File: config.mk
export PLATFORM = sky130hd
export DESIGN_NAME = chain_ctrl
export DESIGN_NICKNAME = d
export VERILOG_FILES = /design/src/rtl/chain_pkg.sv /design/src/rtl/recon_block.sv /design/src/rtl/blk_decoder.sv /design/src/rtl/chain_ctrl.sv
export SDC_FILE = /design/constraint.sdc
export NUM_CORES = 1
export LEC_CHECK = 0
export BUFFER_PORTS_ARGS = -buffer_cell sky130_fd_sc_hd__buf_2
export CORE_ASPECT_RATIO = 1.5
export CORE_MARGIN = 2
export CORE_UTILIZATION = 45
export DETAILED_ROUTE_END_ITERATION = 16
export PLACE_DENSITY_LB_ADDON = 0.12
export SYNTH_ARGS = -nofsm -noshare
export SYNTH_HDL_FRONTEND = slang
export SYNTH_HIERARCHICAL = 1
export SYNTH_SLANG_ARGS = --single-unit
File: constraint.sdc
create_clock -name clk -period 3.5 [get_ports clk]
set_input_delay 0.35 -clock clk [delete_from_list [all_inputs] [get_ports clk]]
set_output_delay 0.35 -clock clk [all_outputs]
set_load 0.02 [all_outputs]
File: src/rtl/chain_pkg.sv
package chain_pkg;
   typedef enum logic [1:0] {
      MODE_SYNC = 2'b00,
      MODE_FREE = 2'b01,
      MODE_DIAG = 2'b10,
      MODE_LOOP = 2'b11
   } mode_e;
endpackage

File: src/rtl/recon_block.sv
module recon_block #(
   parameter int N         = 3,
   parameter bit FAULT_EN  = 1'b0,
   parameter int FAULT_BIT = 0,
   parameter bit FAULT_VAL = 1'b0
) (
   input  logic [N-1:0] x,
   output logic [N-1:0] y
);
   initial begin
      if (N < 2) $error("recon_block: N must be at least 2");
      if (FAULT_BIT < 0 || FAULT_BIT >= N) $error("recon_block: FAULT_BIT out of range");
   end

   logic [N-1:0] w;      // first stage: one gate level fed by the inputs
   logic [N-1:0] rebuilt;

   generate
      for (genvar i = 0; i < N - 1; i++) begin : g_pair
         assign w[i] = ~(x[i] ^ x[i+1]);
      end
   endgenerate
   assign w[N-1] = ~x[N-1];

   // second stage: unwind the xnor ladder from the top bit down
   assign rebuilt[N-1] = ~w[N-1];
   generate
      for (genvar i = N - 2; i >= 0; i--) begin : g_unwind
         assign rebuilt[i] = ~(w[i] ^ rebuilt[i+1]);
      end
   endgenerate

   generate
      if (FAULT_EN) begin : g_fault
         always_comb begin
            y = rebuilt;
            y[FAULT_BIT] = FAULT_VAL;
         end
      end else begin : g_clean
         assign y = rebuilt;
      end
   endgenerate
endmodule

File: src/rtl/blk_decoder.sv
module blk_decoder
   import chain_pkg::*;
#(
   parameter int BLOCKS = 4,
   localparam int SW = $clog2(BLOCKS)
) (
   input  mode_e           mode,
   input  logic [SW-1:0]   sel,
   output logic [BLOCKS-1:0] active
);
   always_comb begin
      unique case (mode)
         MODE_SYNC, MODE_FREE: active = '1;
         MODE_DIAG: begin
            active = '0;
            for (int b = 0; b < BLOCKS; b++)
               if (sel == SW'(b)) active[b] = 1'b1;
         end
         default: active = '0;
      endcase
   end
endmodule

File: src/rtl/chain_ctrl.sv
module chain_ctrl
   import chain_pkg::*;
#(
   parameter int N           = 3,
   parameter int BLOCKS      = 4,
   parameter int FAULT_BLOCK = -1,
   parameter int FAULT_BIT   = 1,
   parameter bit FAULT_VAL   = 1'b0,
   localparam int SW = $clog2(BLOCKS)
) (
   input  logic          clk,
   input  logic          rst_n,
   input  logic [N-1:0]  step_k,
   input  logic [1:0]    mode,
   input  logic [SW-1:0] blk_sel,
   output logic [N-1:0]  chain_out,
   output logic          int_ck,
   output logic          err_flag,
   output logic [N-1:0]  err_value
);
   initial begin
      if (BLOCKS < 2) $error("chain_ctrl: BLOCKS must be at least 2");
      if (FAULT_BLOCK >= BLOCKS) $error("chain_ctrl: FAULT_BLOCK out of range");
   end

   mode_e              mode_i;
   logic [N-1:0]       cnt_q;
   logic [BLOCKS-1:0]  active;
   logic [N-1:0]       stage [BLOCKS+1];
   logic               advance;

   assign mode_i = mode_e'(mode);

   blk_decoder #(.BLOCKS(BLOCKS)) u_dec (
      .mode  (mode_i),
      .sel   (blk_sel),
      .active(active)
   );

   assign stage[0] = cnt_q;
   generate
      for (genvar b = 0; b < BLOCKS; b++) begin : g_blk
         logic [N-1:0] y;
         recon_block #(
            .N        (N),
            .FAULT_EN (b == FAULT_BLOCK),
            .FAULT_BIT(FAULT_BIT),
            .FAULT_VAL(FAULT_VAL)
         ) u_blk (
            .x(stage[b]),
            .y(y)
         );
         assign stage[b+1] = active[b] ? y : stage[b];
      end
   endgenerate

   assign chain_out = stage[BLOCKS];
   assign int_ck    = (chain_out == cnt_q);
   assign advance   = (mode_i == MODE_SYNC) ? 1'b1 : int_ck;

   always_ff @(posedge clk or negedge rst_n) begin
      if (!rst_n) begin
         cnt_q     <= '0;
         err_flag  <= 1'b0;
         err_value <= '0;
      end else begin
         if (advance) cnt_q <= cnt_q + step_k;
         if (!int_ck && !err_flag) begin
            err_flag  <= 1'b1;
            err_value <= cnt_q;
         end
      end
   end
endmodule

==> metrics.txt <==
# TYPE chip_impl_metric gauge
chip_impl_metric{name="n_fill_cell",unit=""} 197
chip_impl_metric{name="gr-total-overflow",unit=""} 0
chip_impl_metric{name="worst_ep_required_time",unit="ps"} 3150
chip_impl_metric{name="yosys_register_bits",unit=""} 7
chip_impl_metric{name="timing.setup.tns",unit="ps"} 0
chip_impl_metric{name="final_critical_period",unit="ps"} 3173
chip_impl_metric{name="place_congestion",unit=""} 0.7029
chip_impl_metric{name="crit_arrival",unit="ps"} 2820
chip_impl_metric{name="place.detailed.instances",unit=""} 128
chip_impl_metric{name="pwr-share-clk",unit="%"} 11.1
chip_impl_metric{name="die_height",unit="um"} 59.59
chip_impl_metric{name="timing.slew.headroom",unit="%"} 46.91
chip_impl_metric{name="grt_pass1_vias",unit=""} 699
chip_impl_metric{name="power.ir.vdd_worst",unit="V"} 0.0003752
chip_impl_info{name="final_common_cell",value="sky130_fd_sc_hd__buf_2"} 1
chip_impl_metric{name="drcViolationCount",unit=""} 0
chip_impl_metric{name="synth-warning-count",unit=""} 6
chip_impl_info{name="synth.top_cells.by_area",value="sky130_fd_sc_hd__dfrtp_1 (19%), sky130_fd_sc_hd__mux2_2 (13%), sky130_fd_sc_hd__buf_4 (6.5%)"} 1
chip_impl_metric{name="via_per_inst",unit=""} 5.481
chip_impl_metric{name="groute.usage.overall",unit="%"} 17.09
chip_impl_metric{name="hpwl",unit="mm"} 1.379
chip_impl_metric{name="final_min_period_over_clock_period",unit="%"} 90.66
chip_impl_metric{name="first_pass_grt_wire_length",unit="mm"} 2.801
chip_impl_metric{name="final-setup-viol-count",unit=""} 0
chip_impl_info{name="layout.cells.most_common_list",value="sky130_fd_sc_hd__buf_2 (16), sky130_fd_sc_hd__mux2_2 (11), sky130_fd_sc_hd__nor2_1 (10)"} 1
chip_impl_metric{name="area.growth.synth_to_final",unit="%"} 4.184
chip_impl_metric{name="initialDrtViolationCount",unit=""} 6
chip_impl_metric{name="fmax",unit="MHz"} 315.1
chip_impl_metric{name="synth.lib_cells_used.distinct",unit=""} 41
chip_impl_metric{name="pin_count_of_the_biggest_net_entering_global_routing",unit=""} 14
chip_impl_info{name="setup_crit_start_kind",value="input pin"} 1
chip_impl_metric{name="worstPathMaxFanout",unit=""} 8
chip_impl_metric{name="worst_pin_slew",unit="ps"} 791.1
chip_impl_metric{name="numPortBuffers",unit=""} 16
chip_impl_metric{name="mappedNetlistNets",unit=""} 118
chip_impl_metric{name="total_switching_power",unit="uW"} 315.5
chip_impl_metric{name="timing.final.hold_violations",unit=""} 0
chip_impl_info{name="grt_setup_unrepaired",value="no"} 1
chip_impl_metric{name="layout.nets",unit=""} 123
chip_impl_metric{name="layout.cell_area.non_filler",unit="sq um"} 965.9
chip_impl_metric{name="post_layout_nonfiller_instances",unit=""} 133
chip_impl_metric{name="number_of_sinks_handled_by_clock_tree_synthesis",unit=""} 7
chip_impl_metric{name="n_antenna_cell",unit=""} 0
chip_impl_metric{name="power.density",unit="nW/um^2"} 699.3
chip_impl_info{name="tritoncts",value="yes"} 1
chip_impl_metric{name="count_of_tritonroute_iterations_in_the_first_routing_pass",unit=""} 4
chip_impl_info{name="synth_top_area_cell",value="sky130_fd_sc_hd__dfrtp_1"} 1
chip_impl_metric{name="cts-buffers-inserted",unit=""} 3
chip_impl_info{name="worst_setup_path_class",value="input pin to output pin"} 1
chip_impl_metric{name="dp_worst_setup_slack",unit="ps"} 240.5
chip_impl_metric{name="avgRoutedWirePerCell",unit="um"} 12.72
chip_impl_metric{name="syn_inst",unit=""} 107
chip_impl_metric{name="route.final.wire_length",unit="mm"} 1.692
chip_impl_info{name="endpoint_kind",value="output pin"} 1
chip_impl_info{name="root_buffer",value="sky130_fd_sc_hd__clkbuf_4"} 1
chip_impl_metric{name="share_seq_of_total_power",unit="%"} 22.1
chip_impl_metric{name="power.switching_fraction",unit="%"} 46.70
chip_impl_metric{name="clock_tree.buffer_depth",unit=""} 2
chip_impl_info{name="run_status",value="finished clean"} 1
chip_impl_metric{name="clk_pin_slew",unit="ps"} 50
chip_impl_metric{name="internal-power",unit="uW"} 360.0
chip_impl_metric{name="routed-via-count",unit=""} 729
chip_impl_metric{name="finalClockSkew",unit="ps"} 2.010
chip_impl_metric{name="max_cap_viol_count",unit=""} 0
chip_impl_metric{name="die_x",unit="um"} 41.06
chip_impl_metric{name="fp.dieArea",unit="sq um"} 2447
chip_impl_metric{name="synth_area_per_cell",unit="sq um"} 8.665
chip_impl_metric{name="post_synthesis_cell_area",unit="sq um"} 927.1
chip_impl_metric{name="layout-drive-gt1-share",unit="%"} 38.74
chip_impl_metric{name="antenna_violations_before_repair",unit=""} 0
chip_impl_metric{name="floorplan.initialDensity",unit="%"} 46.90
chip_impl_metric{name="placed_area",unit="sq um"} 929.6
chip_impl_metric{name="p_leak",unit="uW"} 0.0004102
chip_impl_metric{name="fraction_of_synthesized_cell_area_taken_by_the_top_area_cell_type",unit="%"} 18.89
chip_impl_metric{name="synth_sequential_area_ratio",unit="%"} 18.89
chip_impl_metric{name="clock_latency",unit="ps"} 260
chip_impl_metric{name="final_critical_path_setup_slack",unit="ps"} 326.8
chip_impl_metric{name="antenna_violating_nets_post_route",unit=""} 0
chip_impl_metric{name="fp-row-count",unit=""} 20
chip_impl_metric{name="power.combinational.fraction",unit="%"} 66.9
chip_impl_info{name="min_path_type",value="input pin to flop"} 1
chip_impl_metric{name="final_max_slew_viol_count",unit=""} 0
chip_impl_metric{name="fp.coreArea",unit="sq um"} 1977
chip_impl_metric{name="ios",unit=""} 17
chip_impl_metric{name="htree_levels",unit=""} 1
cells in the mapped netlist:
cell	n
sky130_fd_sc_hd__o21ba_2	1
sky130_fd_sc_hd__buf_6	3
sky130_fd_sc_hd__or3_1	1
sky130_fd_sc_hd__nand3b_1	1
sky130_fd_sc_hd__dfrtp_1	7
sky130_fd_sc_hd__or3b_4	2
sky130_fd_sc_hd__xnor2_1	3
sky130_fd_sc_hd__inv_1	1
sky130_fd_sc_hd__ha_1	1
sky130_fd_sc_hd__nand2_1	5
sky130_fd_sc_hd__mux2_2	11
sky130_fd_sc_hd__buf_4	8
sky130_fd_sc_hd__a211oi_1	1
sky130_fd_sc_hd__nor3_1	2
sky130_fd_sc_hd__o31ai_4	1
sky130_fd_sc_hd__o31ai_1	1
sky130_fd_sc_hd__inv_2	1
sky130_fd_sc_hd__clkbuf_1	9
sky130_fd_sc_hd__a22oi_1	1
sky130_fd_sc_hd__nor2b_1	1
sky130_fd_sc_hd__nor2_1	10
sky130_fd_sc_hd__or2_1	1
sky130_fd_sc_hd__nor3b_1	1
sky130_fd_sc_hd__a221oi_4	1
sky130_fd_sc_hd__nand2b_1	1
sky130_fd_sc_hd__fa_1	1
sky130_fd_sc_hd__o21bai_1	1
sky130_fd_sc_hd__o21ai_1	3
sky130_fd_sc_hd__o21ai_0	3
sky130_fd_sc_hd__o21a_1	1
sky130_fd_sc_hd__o2bb2a_1	1
sky130_fd_sc_hd__nor2_2	1
sky130_fd_sc_hd__a22o_1	1
sky130_fd_sc_hd__or4b_4	1
sky130_fd_sc_hd__a21oi_1	9
sky130_fd_sc_hd__xor2_1	2
sky130_fd_sc_hd__or2b_1	3
sky130_fd_sc_hd__o2111a_1	2
sky130_fd_sc_hd__a211oi_2	1
sky130_fd_sc_hd__nor4b_1	1
sky130_fd_sc_hd__o31ai_2	1
layout make-up:
type                    instances  area [sq um]  share of cell area [%]
clock buffers                   4         26.28                   2.720
inverters                       2         7.507                  0.7772
multi-input cells              78         616.8                   63.86
flip-flops and latches          7         175.2                   18.13
well taps                      22         27.53                   2.850
repair buffers                 20         112.6                   11.66
worst max-delay path, stage by stage:
cell and delay [ps]:
sky130_fd_sc_hd__buf_2 120, sky130_fd_sc_hd__o31ai_1 230, sky130_fd_sc_hd__buf_4 190, sky130_fd_sc_hd__mux2_2 370, sky130_fd_sc_hd__mux2_2 290, sky130_fd_sc_hd__mux2_2 290
sky130_fd_sc_hd__xnor2_1 130, sky130_fd_sc_hd__a22o_1 240, sky130_fd_sc_hd__a211oi_2 310, sky130_fd_sc_hd__a221oi_4 100, sky130_fd_sc_hd__buf_2 190
power groups by stage:
stage	Combinational, uW	Clock (uW)	Sequential [uW]
2_1_floorplan	468	0	133
3_3_place_gp	442	0	151
3_5_place_dp	451	0	151
4_1_cts	455	79.2	149
5_1_grt	500	84.1	156
6_report	452	74.8	149
registers in the layout, summed over array words and instances (netlist names):
register,count
cnt_q,3
err_flag,1
err_value,3
kinds of logic (layout without fill, tap and decap cells):
group / Yosys count / count (layout) / synth area share (%)
DFF: 7 / 7 / 18.89
adders and majority gates: 2 / 2 / 3.509
and+or+nand+nor: 31 / 31 / 19.44
AOI/OAI and AO/OA: 29 / 29 / 25.51
muxes: 11 / 11 / 13.36
buffers and inverters: 22 / 26 / 14.57
xor gates and xnor gates: 5 / 5 / 4.724
path summary, 6_finish.rpt:
check                                  start      endpoint  slack [ps]  cells after the start
worst max register to register      cnt_q[2]  err_value[2]         700                      9
worst max-delay path              blk_sel[1]        int_ck         330                     11
worst min register to register  err_value[1]  err_value[1]         510                      1
worst min-delay path               step_k[2]      cnt_q[2]         420                      4
max in group asynchronous              rst_n  err_value[2]        2890                      2
min in group asynchronous              rst_n      cnt_q[2]         450                      2
layer usage:
metal / vias to the layer above / track usage (%) / part of all wire, %
met4: 0 / 10.95 / 2.7
met1: 333 / 16.86 / 41
met3: 5 / 2.632 / 2.3
met2: 14 / 30.13 / 54
met5: - / 0 / 0
li1: 377 / - / -
per-stage QoR:
step	power, uW	hold slack, ps	utilization, %
finish	675.5	424.9	48.86
global route	740.2	450.7	48.86
CTS	683.2	426.2	48.86
detailed placement	601.6	192.6	47.03
global placement	592.7	194.3	47.03
floorplan	600.5	54.41	-
what timing repair did:
item | in CTS | in global routing
setup endpoints to repair | 0 | 0
resized for setup | 0 | 0
hold buffers | 1 | 0
buffers inserted | 0 | 0
hold endpoints to repair | 7 | 0
No activity file was read; power rests on OpenSTA's default activity.
